$ cat src/rtl/cbm_pkg.sv
package cbm_pkg;
    localparam int DATA_W     = 8;
    localparam int ADDR_W     = 16;
    localparam int PAT_WIN    = 8;
    localparam int HALF_WIN   = PAT_WIN / 2;
    localparam int NT_WIN     = 4;
    localparam int PRG_SLOTS  = 3;
    localparam logic [DATA_W-1:0] RAM_THRESH = 8'hE0;

    typedef enum logic [1:0] {
        MIR_VERT   = 2'd0,
        MIR_HORZ   = 2'd1,
        MIR_ONE_LO = 2'd2,
        MIR_BOARD  = 2'd3
    } mirror_e;

    typedef struct packed {
        logic              is_ram;
        logic [DATA_W-1:0] page;
    } win_t;
endpackage

$ cat src/rtl/cbm_slot_decode.sv
module cbm_slot_decode
    import cbm_pkg::*;
(
    input  logic                 wr_en,
    input  logic [ADDR_W-1:0]    wr_addr,
    output logic [PAT_WIN-1:0]   pat_we,
    output logic [NT_WIN-1:0]    nt_we,
    output logic [PRG_SLOTS-1:0] prg_we,
    output logic                 aux_we
);
    logic [3:0] slot;

    always_comb begin
        slot   = wr_addr[14:11];
        pat_we = '0;
        nt_we  = '0;
        prg_we = '0;
        aux_we = 1'b0;
        if (wr_en && wr_addr[15]) begin
            if (!slot[3]) begin
                pat_we[slot[2:0]] = 1'b1;
            end else if (!slot[2]) begin
                nt_we[slot[1:0]] = 1'b1;
            end else if (slot != 4'hF) begin
                prg_we[slot[1:0]] = 1'b1;
            end else begin
                aux_we = (wr_addr[10:0] == 11'd0);
            end
        end
    end
endmodule

$ cat src/rtl/cbm_win_classify.sv
module cbm_win_classify
    import cbm_pkg::*;
#(
    parameter logic [DATA_W-1:0] RAM_MASK = 8'h1F
) (
    input  logic [DATA_W-1:0] value,
    input  logic              ram_off,
    output win_t              win
);
    logic to_ram;

    always_comb begin
        to_ram     = (value >= RAM_THRESH) && !ram_off;
        win.is_ram = to_ram;
        win.page   = to_ram ? (value & RAM_MASK) : value;
    end
endmodule

$ cat src/rtl/cart_bank_mapper.sv
module cart_bank_mapper
    import cbm_pkg::*;
#(
    parameter int PRG_BANKS   = 64,
    parameter bit NT_ROM_MAP  = 1'b1,
    parameter int MIRROR_KIND = 1
) (
    input  logic                    clk,
    input  logic                    rst_n,
    input  logic                    wr_en,
    input  logic [15:0]             wr_addr,
    input  logic [7:0]              wr_data,
    output logic [7:0]              pat_is_ram,
    output logic [63:0]             pat_page,
    output logic [3:0]              nt_is_ram,
    output logic [31:0]             nt_page,
    output logic [4*$clog2(PRG_BANKS)-1:0] prg_win_bank,
    output logic [1:0]              mirror_mode,
    output logic [7:0]              aux_reg
);
    localparam int PRG_W   = $clog2(PRG_BANKS);
    localparam int MIR_BIT = (MIRROR_KIND == 2) ? 7 : 6;
    localparam logic [PRG_W-1:0] LAST_BANK = PRG_W'(PRG_BANKS - 1);

    typedef struct packed {
        win_t [PAT_WIN-1:0]                pat;
        win_t [NT_WIN-1:0]                 nt;
        logic [PRG_SLOTS-1:0][PRG_W-1:0]   prg;
        logic                              dis_lo;
        logic                              dis_hi;
        logic                              mir_sel;
        logic [DATA_W-1:0]                 aux;
    } state_t;

    state_t state_d, state_q;

    logic [PAT_WIN-1:0]   pat_we;
    logic [NT_WIN-1:0]    nt_we;
    logic [NT_WIN-1:0]    nt_we_eff;
    logic [PRG_SLOTS-1:0] prg_we;
    logic                 aux_we;
    win_t                 half_win [2];
    win_t                 nt_win;
    logic [1:0]           half_off;

    cbm_slot_decode u_dec (
        .wr_en   (wr_en),
        .wr_addr (wr_addr),
        .pat_we  (pat_we),
        .nt_we   (nt_we),
        .prg_we  (prg_we),
        .aux_we  (aux_we)
    );

    assign half_off = {state_q.dis_hi, state_q.dis_lo};

    for (genvar h = 0; h < 2; h++) begin : g_half
        cbm_win_classify #(.RAM_MASK(8'h1F)) u_cls (
            .value   (wr_data),
            .ram_off (half_off[h]),
            .win     (half_win[h])
        );
    end

    cbm_win_classify #(.RAM_MASK(8'h01)) u_nt_cls (
        .value   (wr_data),
        .ram_off (1'b0),
        .win     (nt_win)
    );

    if (NT_ROM_MAP) begin : g_nt_on
        assign nt_we_eff = nt_we;
    end else begin : g_nt_off
        assign nt_we_eff = '0;
    end

    always_comb begin
        state_d = state_q;
        for (int h = 0; h < 2; h++) begin
            for (int k = 0; k < HALF_WIN; k++) begin
                if (pat_we[h*HALF_WIN + k]) begin
                    state_d.pat[h*HALF_WIN + k] = half_win[h];
                end
            end
        end
        for (int n = 0; n < NT_WIN; n++) begin
            if (nt_we_eff[n]) begin
                state_d.nt[n] = nt_win;
            end
        end
        for (int p = 0; p < PRG_SLOTS; p++) begin
            if (prg_we[p]) begin
                state_d.prg[p] = wr_data[PRG_W-1:0];
            end
        end
        if (prg_we[0]) begin
            state_d.mir_sel = wr_data[MIR_BIT];
        end
        if (prg_we[1]) begin
            state_d.dis_lo = wr_data[6];
            state_d.dis_hi = wr_data[7];
        end
        if (aux_we) begin
            state_d.aux = wr_data;
        end
    end

    always_ff @(posedge clk or negedge rst_n) begin
        if (!rst_n) begin
            state_q <= '0;
        end else begin
            state_q <= state_d;
        end
    end

    for (genvar w = 0; w < PAT_WIN; w++) begin : g_pat_out
        assign pat_is_ram[w]        = state_q.pat[w].is_ram;
        assign pat_page[w*8 +: 8]   = state_q.pat[w].page;
    end

    for (genvar n = 0; n < NT_WIN; n++) begin : g_nt_out
        assign nt_is_ram[n]         = state_q.nt[n].is_ram;
        assign nt_page[n*8 +: 8]    = state_q.nt[n].page;
    end

    for (genvar p = 0; p < PRG_SLOTS; p++) begin : g_prg_out
        assign prg_win_bank[p*PRG_W +: PRG_W] = state_q.prg[p];
    end
    assign prg_win_bank[PRG_SLOTS*PRG_W +: PRG_W] = LAST_BANK;

    always_comb begin
        case (MIRROR_KIND)
            1:       mirror_mode = state_q.mir_sel ? MIR_VERT : MIR_ONE_LO;
            2:       mirror_mode = state_q.mir_sel ? MIR_HORZ : MIR_VERT;
            default: mirror_mode = MIR_BOARD;
        endcase
    end

    assign aux_reg = state_q.aux;
endmodule

$ cat config.mk
export PLATFORM = sky130hd
export DESIGN_NAME = cart_bank_mapper
export DESIGN_NICKNAME = d
export VERILOG_FILES = /design/src/rtl/cbm_pkg.sv /design/src/rtl/cbm_slot_decode.sv /design/src/rtl/cbm_win_classify.sv /design/src/rtl/cart_bank_mapper.sv
export SDC_FILE = /design/constraint.sdc
export NUM_CORES = 1
export LEC_CHECK = 0
export ABC_CLOCK_PERIOD_IN_PS = 2900
export CORE_MARGIN = 4
export CORE_UTILIZATION = 35
export CTS_BUF_LIST = sky130_fd_sc_hd__clkbuf_4
export DETAILED_ROUTE_END_ITERATION = 16
export PLACE_DENSITY = 0.66
export SKIP_LAST_GASP = 1
export SLEW_MARGIN = 20
export SYNTH_ARGS = -nofsm -noshare
export SYNTH_HDL_FRONTEND = slang
export SYNTH_SLANG_ARGS = --single-unit
$ cat constraint.sdc
create_clock -name clk -period 2.9 [get_ports clk]
set_input_delay 0.58 -clock clk [delete_from_list [all_inputs] [get_ports clk]]
set_output_delay 0.58 -clock clk [all_outputs]
set_load 0.01 [all_outputs]
==> results of run 1 <==
[cell type report]
class                           count  area share (%)
Sequential cell                   137            45.3
Tap cell                          229            3.79
Inverter                            1          0.0496
Clock inverter                     11           0.810
Clock buffer                       18            1.79
Timing Repair Buffer              179            23.3
Multi-Input combinational cell    195            25.0
[power groups by stage]
stage | clock [mW] | sequential [mW] | combinational (mW)
2_1_floorplan | 0 | 2.37 | 0.944
5_1_grt | 1.12 | 2.45 | 1.37
3_5_place_dp | 0 | 2.44 | 1.30
6_report | 0.983 | 2.40 | 1.28
3_3_place_gp | 0 | 2.43 | 1.28
4_1_cts | 1.04 | 2.41 | 1.31
[critical path: stages, from the launching register on]
cell             delay, ps
dfrtp_1                380
inv_1                   80
clkdlybuf4s50_1        540
[cells in the final DEF, fill, tap and decap left out, types with 2 or more instances in the layout]
cell,instances
clkinv_1,5
nand2b_1,6
a21boi_0,2
dfrtp_1,137
clkinvlp_4,5
buf_4,17
mux2_2,136
conb_1,7
nand4b_1,2
clkdlybuf4s50_1,160
nor3_1,2
nand2_1,8
and2_1,7
nor2b_1,2
nor2_2,6
nor2_1,3
o21a_1,4
clkbuf_4,18
[layer usage]
metal / routed length [um] / GRT usage [%] / part of all wire, % / up-vias
li1: - / - / - / 1572
met1: 6560 / 18.9 / 43 / 1846
met2: 7660 / 26.2 / 50 / 99
met3: 902 / 4.73 / 5.9 / 15
met4: 134 / 4.11 / 0.88 / 0
met5: 0 / 0 / 0 / -
[logic make-up after synthesis]
logic type,synth area share [%]
other,0.117
AO/OA/AOI/OAI,0.780
multiplexers,23.9
AND/OR/NAND/NOR,4.43
flip-flops,53.5
buffers and inverters,17.3
[path summary, 6_finish.rpt]
| path | endpoint | depth (start not counted) | startpoint | slack, ps |
|---|---|---|---|---|
| worst max-delay path | mirror_mode[1] | 2 | state_q[8] | 790 |
| worst min-delay path | pat_is_ram[1] | 1 | rst_n | 20 |
| worst max register to register | pat_page[15] | 3 | half_off[0] | 1700 |
| worst min register to register | pat_page[55] | 1 | pat_page[55] | 520 |
| max in group asynchronous | pat_page[19] | 2 | rst_n | 2150 |
| min in group clk | pat_page[55] | 1 | pat_page[55] | 520 |
[stage by stage]
stage,hold slack (ps),setup WS [ps]
3_3_place_gp,487,326
4_1_cts,0.903,726
3_5_place_dp,492,243
6_report,16.6,795
5_1_grt,9.63,699
2_1_floorplan,284,873
==> run_results.csv, run 1 <==
group,metric,value,unit
status,run_status,"finished, final reports clean",
detailed_routing,drt_wl_total,15300,um
floorplan,rows,49,
sta,setup_viol,0,
synth,yosysTopAreaCellShare,53.5,%
sta,clock.fmax,475,MHz
floorplan,initial_core_util,35.7,%
synth,ys_top_cells_by_area,"dfrtp_1 53%, mux2_2 24%, buf_4 17%",
synth,synth-main-ff-cell,"dfrtp_1",
sta,finalSetupTns,0,ps
floorplan,dieHeight,143,um
worst_setup_path,crit_type,"reg -> out",
final_layout,fin_nets,558,
power,power.static_leakage,3.35,nW
clock_tree,hold_buffers,0,
final_layout,multiInputGateArea,1890,um2
power,sw_frac_of_total,28.5,%
floorplan,io_pins,169,
placed_design,place_inst,741,
final_layout,area_growth,18.0,%
detailed_routing,ant_nets,0,
power,worst_ir_drop_vdd,267,uV
sta,final-max-slew-violation-count,0,
synth,synth-edff-count,0,
min_path,hold_class,"in -> async",
sta,skew,4.56,ps
sta,worst_pin_slew,690,ps
power,pwr-share-seq,51.5,%
sta,hold_violations,0,
detailed_routing,drtPass1Iterations,4,
detailed_routing,wl_per_cell,19.8,um
floorplan,die_area,20600,um2
grt,grt_overflow,0,
sta,slew_headroom,53.9,%
final_layout,nFillCells,1648,
clock_tree,cts.path.max_buffers,2,
worst_setup_path,end_kind,"output pin",
clock_tree,cts-root-buf,"clkbuf_4",
clock_tree,path_clk_slew,110,ps
power,power_frac_clock,21.1,%
placed_design,place_area,7370,um2
worst_setup_path,crit_required,2320,ps
sta,timing.final.crit_share,72.6,%
synth,synth.largest_area_cell,"dfrtp_1",
synth,async_reset_ff_share,100,%
synth,ys_warn_count,0,
grt,grt.total_usage,15.3,%
synth,syn_area,6410,um2
sta,period_minus_slack,2110,ps
final_layout,instances_no_fill,770,
detailed_routing,initialDrtViolationCount,111,
power,p_sw,1.33,mW
placed_design,dp_hpwl,11100,um
synth,synth_common_cells,"141 x buf_4, 137 x dfrtp_1, 136 x mux2_2",
grt,antenna_found_initial,0,
floorplan,chipWidth,143,um
synth,postSynthCellCount,482,
clock_tree,cts_sinks,137,
final_layout,finish.utilization,42.1,%
final_layout,drive_gt1_share,34.8,%
clock_tree,cts_buffers,17,
final_layout,final_cell_area,7570,um2
worst_setup_path,crit_path_start_kind,"register",
power,power.total,4.67,mW
synth,yosysMostFrequentCell,"buf_4",
power,comb_power_share,27.5,%
grt,grt_pass1_wl,23300,um
final_layout,final-seq-area,3430,um2
synth,ys_ff_latch,137,
floorplan,design.core.area,18000,um2
final_layout,diodes,0,
detailed_routing,vias,3532,
power,power.internal,3.34,mW
run,drv_cap,0,
final_layout,largest_reg_flops,64,
grt,grt_max_degree,66,
clock_tree,insertion_delay,530,ps
detailed_routing,drcViolationCount,0,
worst_setup_path,cp.arrival,1530,ps
placed_design,place.gp.congestion,0.743,
clock_tree,cts_setup_buffers,0,
clock_tree,cts_resized,0,
detailed_routing,post_drt_via_cell_ratio,4.59,
worst_setup_path,cp_max_fo,2,
power,power.density,617,nW/um2
synth,synth_cell_types,26,
sta,rsz0062_at_grt,"false",
clock_tree,htree_levels,4,
grt,grt_pass1_vias,3926,
synth,yosysSeqAreaShare,53.5,%
clock_tree,cts_tree,"built",
placed_design,port_buffers,161,
synth,avgSynthCellArea,13.3,um2
(Power assumes the default switching activity.)
==> run 2: changes to the inputs <==
--- a/config.mk
+++ b/config.mk
@@ -5,12 +5,12 @@
 export SDC_FILE = /design/constraint.sdc
 export NUM_CORES = 1
 export LEC_CHECK = 0
-export ABC_CLOCK_PERIOD_IN_PS = 2900
+export ABC_CLOCK_PERIOD_IN_PS = 1900
 export CORE_MARGIN = 4
 export CORE_UTILIZATION = 35
 export CTS_BUF_LIST = sky130_fd_sc_hd__clkbuf_4
 export DETAILED_ROUTE_END_ITERATION = 16
-export PLACE_DENSITY = 0.66
+export PLACE_DENSITY = 0.68
 export SKIP_LAST_GASP = 1
 export SLEW_MARGIN = 20
 export SYNTH_ARGS = -nofsm -noshare
==> constraint.sdc (replaced) <==
create_clock -name clk -period 1.9 [get_ports clk]
set_input_delay 0.38 -clock clk [delete_from_list [all_inputs] [get_ports clk]]
set_output_delay 0.38 -clock clk [all_outputs]
set_load 0.01 [all_outputs]
==> run 2 against run 1 <==
Against the previous run: core utilization up 2.6 points; sequential power up 52%; via count up 1.9%; die area unchanged; global-route usage down 0.20 points; final cell count up 3.2%; combinational power up 39%; critical endpoint is now pat_page[3].
==> run_results.csv, run 2 (synthesized netlist as in run 1, its figures left out) <==
group,metric,value,unit
floorplan,io_pins,169,
power,power.density,946,nW/um2
sta,skew,10.9,ps
detailed_routing,drt_wl_total,15100,um
worst_setup_path,cp.arrival,1430,ps
worst_setup_path,r2r_end,"pat_page[6]",
clock_tree,cts-root-buf,"clkbuf_4",
worst_setup_path,crit_chain,"clkdlybuf4s50_1",
clock_tree,insertion_delay,520,ps
final_layout,largest_reg_flops,64,
grt,grt_pass1_wl,23000,um
worst_setup_path,rr_worst_depth,3,
grt,grt_max_degree,50,
detailed_routing,drtPass1Iterations,4,
worst_setup_path,crit_type,"reg -> out",
power,worst_ir_drop_vdd,341,uV
grt,grt.total_usage,15.1,%
sta,period_minus_slack,1810,ps
detailed_routing,wl_per_cell,19.0,um
final_layout,final_common_cell,"dfrtp_1",
detailed_routing,initialDrtViolationCount,65,
detailed_routing,drcViolationCount,0,
grt,grt_overflow,0,
run,drv_cap,0,
min_path,hold_class,"in -> async",
clock_tree,cts_buffers,17,
clock_tree,htree_levels,4,
sta,fin_ws,85.3,ps
sta,whs,356,ps
grt,grt_pass1_vias,3888,
floorplan,rows,49,
placed_design,place_ws,-356,ps
worst_setup_path,end_kind,"output pin",
clock_tree,cts_setup_buffers,0,
floorplan,chipWidth,143,um
sta,setup_viol,0,
placed_design,place.gp.congestion,0.784,
worst_setup_path,r2r_slack,690,ps
final_layout,fin_nets,580,
sta,timing.final.crit_share,95.5,%
worst_setup_path,crit_family,"buffers and inverters",
sta,final-max-slew-violation-count,0,
final_layout,drive_gt1_share,38.3,%
final_layout,area_growth,25.4,%
detailed_routing,post_drt_via_cell_ratio,4.53,
worst_setup_path,crit_path_start_kind,"register",
clock_tree,cts.path.max_buffers,2,
worst_setup_path,crit_required,1520,ps
worst_setup_path,cp_max_fo,2,
power,power.static_leakage,4.59,nW
worst_setup_path,critical_path_buf_inv_count,1,
placed_design,port_buffers,161,
placed_design,dp_hpwl,11000,um
floorplan,die_area,20600,um2
final_layout,diodes,0,
worst_setup_path,slowest_delay,550,ps
sta,hold_violations,0,
final_layout,layout_common_cells,"137 x dfrtp_1, 136 x mux2_2, 62 x dlygate4sd2_1",
clock_tree,path_clk_slew,120,ps
grt,antenna_found_initial,0,
detailed_routing,ant_nets,0,
detailed_routing,vias,3599,
sta,clock.fmax,551,MHz
floorplan,design.core.area,18000,um2
final_layout,nFillCells,1620,
worst_setup_path,startpoint,"pat_page[3]",
clock_tree,cts_sinks,137,
floorplan,dieHeight,143,um
worst_setup_path,r2r_start,"half_off[0]",
clock_tree,cts_tree,"built",
floorplan,initial_core_util,35.7,%
sta,rsz0062_at_grt,"false",
status,run_status,"finished, final reports clean",
worst_setup_path,crit_slowest_cell,"clkdlybuf4s50_1",
run 2: changes by cell type in the layout (fill, tap and decap cells not counted), sizes merged:
cell,change
dlygate4sd2,+62
clkbuf,+1
dlygate4sd3,+1
buf,+21
bufinv,+4
clkdlybuf4s50,-119
clkinvlp,-3
dlymetal6s2s,+57
inv,+3
clkinv,-2
run 2: final cells by class:
type	instances	area (um2)	share of cell area, %
timing repair buffer	201	2090	26.0
clock buffer	19	143	1.77
multi-input combinational	195	1890	23.5
clock inverter	13	193	2.40
sequential	137	3430	42.6
inverter	1	3.75	0.0467
tap	229	287	3.56
run 2: how the worst max path moves through the flow:
stage / slack (ps) / end / cells after the start
floorplan: 70 / aux_reg[0] / 3
global placement: -310 / aux_reg[6] / 5
detailed placement: -360 / aux_reg[1] / 5
CTS: 0.8 / nt_page[15] / 1
global route: 0.6 / pat_page[19] / 1
finish: 90 / pat_page[3] / 1
run 2: report_power, final:
group | switching (mW) | leakage, nW | total, mW | internal (mW)
clock | 1.09 | 0.174 | 2.18 | 1.09
combinational | 0.745 | 2.63 | 1.78 | 1.03
sequential | 0.249 | 1.78 | 3.64 | 3.39
run 2: metrics by stage:
step / util [%] / TNS [ps] / cell area [um2] / power, mW / instances
2_1_floorplan: - / 0 / 6430 / 5.07 / 487
3_3_place_gp: 42.5 / -23170 / 7630 / 5.68 / 762
3_5_place_dp: 42.5 / -27900 / 7630 / 5.74 / 762
4_1_cts: 44.0 / 0 / 7900 / 7.83 / 795
5_1_grt: 44.8 / 0 / 8040 / 8.05 / 795
6_report: 44.8 / 0 / 8040 / 7.61 / 795
run 2: what timing repair did:
action	in CTS	in global routing
cloned	0	0
pin swaps	0	0
endpoints found under the setup margin	62	57
hold buffers	1	0
gates resized for setup	62	57
hold endpoints to repair	47	0
run 2: routing by layer:
metal | share of wire [%] | global-route usage, %
met2 | 50 | 25.0
met1 | 42 | 18.7
met3 | 7.4 | 5.42
met5 | 0 | 0
met4 | 1.3 | 4.46
==> run 3: changes to the inputs <==
--- a/config.mk
+++ b/config.mk
@@ -8,7 +8,6 @@
 export ABC_CLOCK_PERIOD_IN_PS = 1900
 export CORE_MARGIN = 4
 export CORE_UTILIZATION = 35
-export CTS_BUF_LIST = sky130_fd_sc_hd__clkbuf_4
 export DETAILED_ROUTE_END_ITERATION = 16
 export PLACE_DENSITY = 0.68
 export SKIP_LAST_GASP = 1
==> run 3 against run 2 <==
Against the previous run: sequential power barely moved; global-route usage rose by 0.079 points; via count rose by 0.56%; routed wire length barely moved; hold slack improved by 130 ps; core utilization rose by 1.3 points; sequential cell count did not move; clock skew fell by 5.3 ps; clock power rose by 59%; critical path type is now in -> reg; highest routed layer unchanged.
==> run_results.csv, run 3 (synthesized netlist as in run 1, its figures left out) <==
group,metric,value,unit
final_layout,diodes,0,
power,comb_power_share,21.7,%
grt,grt_max_degree,50,
grt,grt_pass1_wl,23100,um
worst_setup_path,crit_type,"in -> reg",
placed_design,dp_hpwl,11000,um
worst_setup_path,cp.arrival,2110,ps
final_layout,finish.utilization,46.0,%
clock_tree,cts_buffers,17,
worst_setup_path,crit_slowest_cell,"or4_4",
clock_tree,cts_setup_buffers,0,
run,drv_cap,0,
status,run_status,"finished, final reports clean",
sta,rsz0062_at_grt,"false",
detailed_routing,vias,3619,
min_path,hold_class,"in -> async",
detailed_routing,drt_wl_total,15100,um
placed_design,place_area,7630,um2
worst_setup_path,crit_chain,"clkdlybuf4s50_1 > or4_4 > nor4_4 > buf_4 > mux2_2",
floorplan,rows,49,
power,power.density,1100,nW/um2
final_layout,layout_common_cells,"160 x clkdlybuf4s50_1, 137 x dfrtp_1, 136 x mux2_2",
final_layout,final_cell_area,8260,um2
grt,grt_overflow,0,
sta,setup_viol,0,
power,power.static_leakage,3.68,nW
clock_tree,cts-root-buf,"clkbuf_16",
power,worst_ir_drop_vdd,626,uV
final_layout,drive_gt1_share,38.0,%
worst_setup_path,critical_path_buf_inv_count,2,
clock_tree,path_clk_slew,60,ps
placed_design,port_buffers,161,
worst_setup_path,crit_path_start_kind,"input port",
sta,period_minus_slack,1820,ps
clock_tree,hold_buffers,1,
final_layout,final_common_cell,"clkdlybuf4s50_1",
clock_tree,cts_resized,0,
clock_tree,insertion_delay,420,ps
sta,whs,485,ps
grt,grt.total_usage,15.2,%
final_layout,largest_reg_flops,64,
final_layout,fin_nets,580,
detailed_routing,drtPass1Iterations,4,
power,pwr-share-seq,40.3,%
clock_tree,cts_tree,"built",
floorplan,io_pins,169,
clock_tree,cts.path.max_buffers,2,
detailed_routing,initialDrtViolationCount,71,
floorplan,design.core.area,18000,um2
clock_tree,htree_levels,4,
floorplan,chipWidth,143,um
final_layout,area_growth,28.9,%
floorplan,initial_core_util,35.7,%
placed_design,place_inst,762,
sta,clock.fmax,551,MHz
placed_design,place_ws,-356,ps
sta,skew,5.61,ps
final_layout,final-seq-area,3430,um2
floorplan,dieHeight,143,um
detailed_routing,wl_per_cell,18.9,um
final_layout,multiInputGateArea,1890,um2
final_layout,nFillCells,1569,
grt,antenna_found_initial,0,
detailed_routing,post_drt_via_cell_ratio,4.55,
worst_setup_path,cp_max_fo,8,
detailed_routing,ant_nets,0,
sta,final-max-slew-violation-count,0,
detailed_routing,drcViolationCount,0,
sta,timing.final.crit_share,95.6,%
worst_setup_path,end_kind,"register",
grt,grt_pass1_vias,3936,
power,power.internal,6.85,mW
worst_setup_path,crit_family,"simple AND/OR/NAND/NOR gates",
power,p_sw,2.27,mW
power,sw_frac_of_total,24.9,%
sta,hold_violations,0,
sta,fin_ws,83.8,ps
worst_setup_path,crit_required,2190,ps
power,power_frac_clock,38.0,%
power,power.total,9.13,mW
placed_design,place.gp.congestion,0.784,
final_layout,instances_no_fill,795,
clock_tree,cts_sinks,137,
worst_setup_path,slowest_delay,550,ps
floorplan,die_area,20600,um2
sta,finalSetupTns,0,ps
==> run 3: final cells by class <==
cell class	count	share of cell area [%]
clock buffers	19	5.24
well taps	229	3.47
multi-input cells	195	22.9
inverters	1	0.0454
repair buffers	201	24.5
flip-flops and latches	137	41.5
clock inverters	13	2.33
==> run 3: path summary, 6_finish.rpt <==
check | slack, ps | start | cells past startpoint | to
worst max-delay path | 80 | wr_addr[3] | 5 | aux_reg[1]
worst min-delay path | 480 | rst_n | 2 | pat_is_ram[2]
worst max register to register | 710 | half_off[0] | 3 | pat_page[6]
worst min register to register | 500 | pat_page[22] | 1 | pat_page[22]
max in group asynchronous | 790 | rst_n | 3 | nt_page[30]
min in group clk | 500 | pat_page[22] | 1 | pat_page[22]
==> run 3: power groups by stage <==
stage / logic, mW / registers (mW) / clock network, mW
after floorplan: 1.44 / 3.62 / 0
after global placement: 1.98 / 3.70 / 0
after detailed placement: 2.01 / 3.73 / 0
after CTS: 2.02 / 3.68 / 3.58
after global routing: 2.12 / 3.74 / 3.72
final: 1.98 / 3.67 / 3.47
==> run 3: worst reg2reg max path: stages (launching register included) <==
cell and delay (ps):
dfrtp_1 390, nor2b_1 180, a21boi_0 200, mux2_2 310
==> run 3: per-layer routing <==
metal / GRT usage, % / vias up / wire length, um / part of all wire [%]
li1: - / 1627 / - / -
met1: 18.8 / 1861 / 6360 / 42
met2: 25.1 / 111 / 7440 / 49
met3: 5.52 / 20 / 1050 / 7.0
met4: 4.51 / 0 / 210 / 1.4
met5: 0 / - / 0 / 0
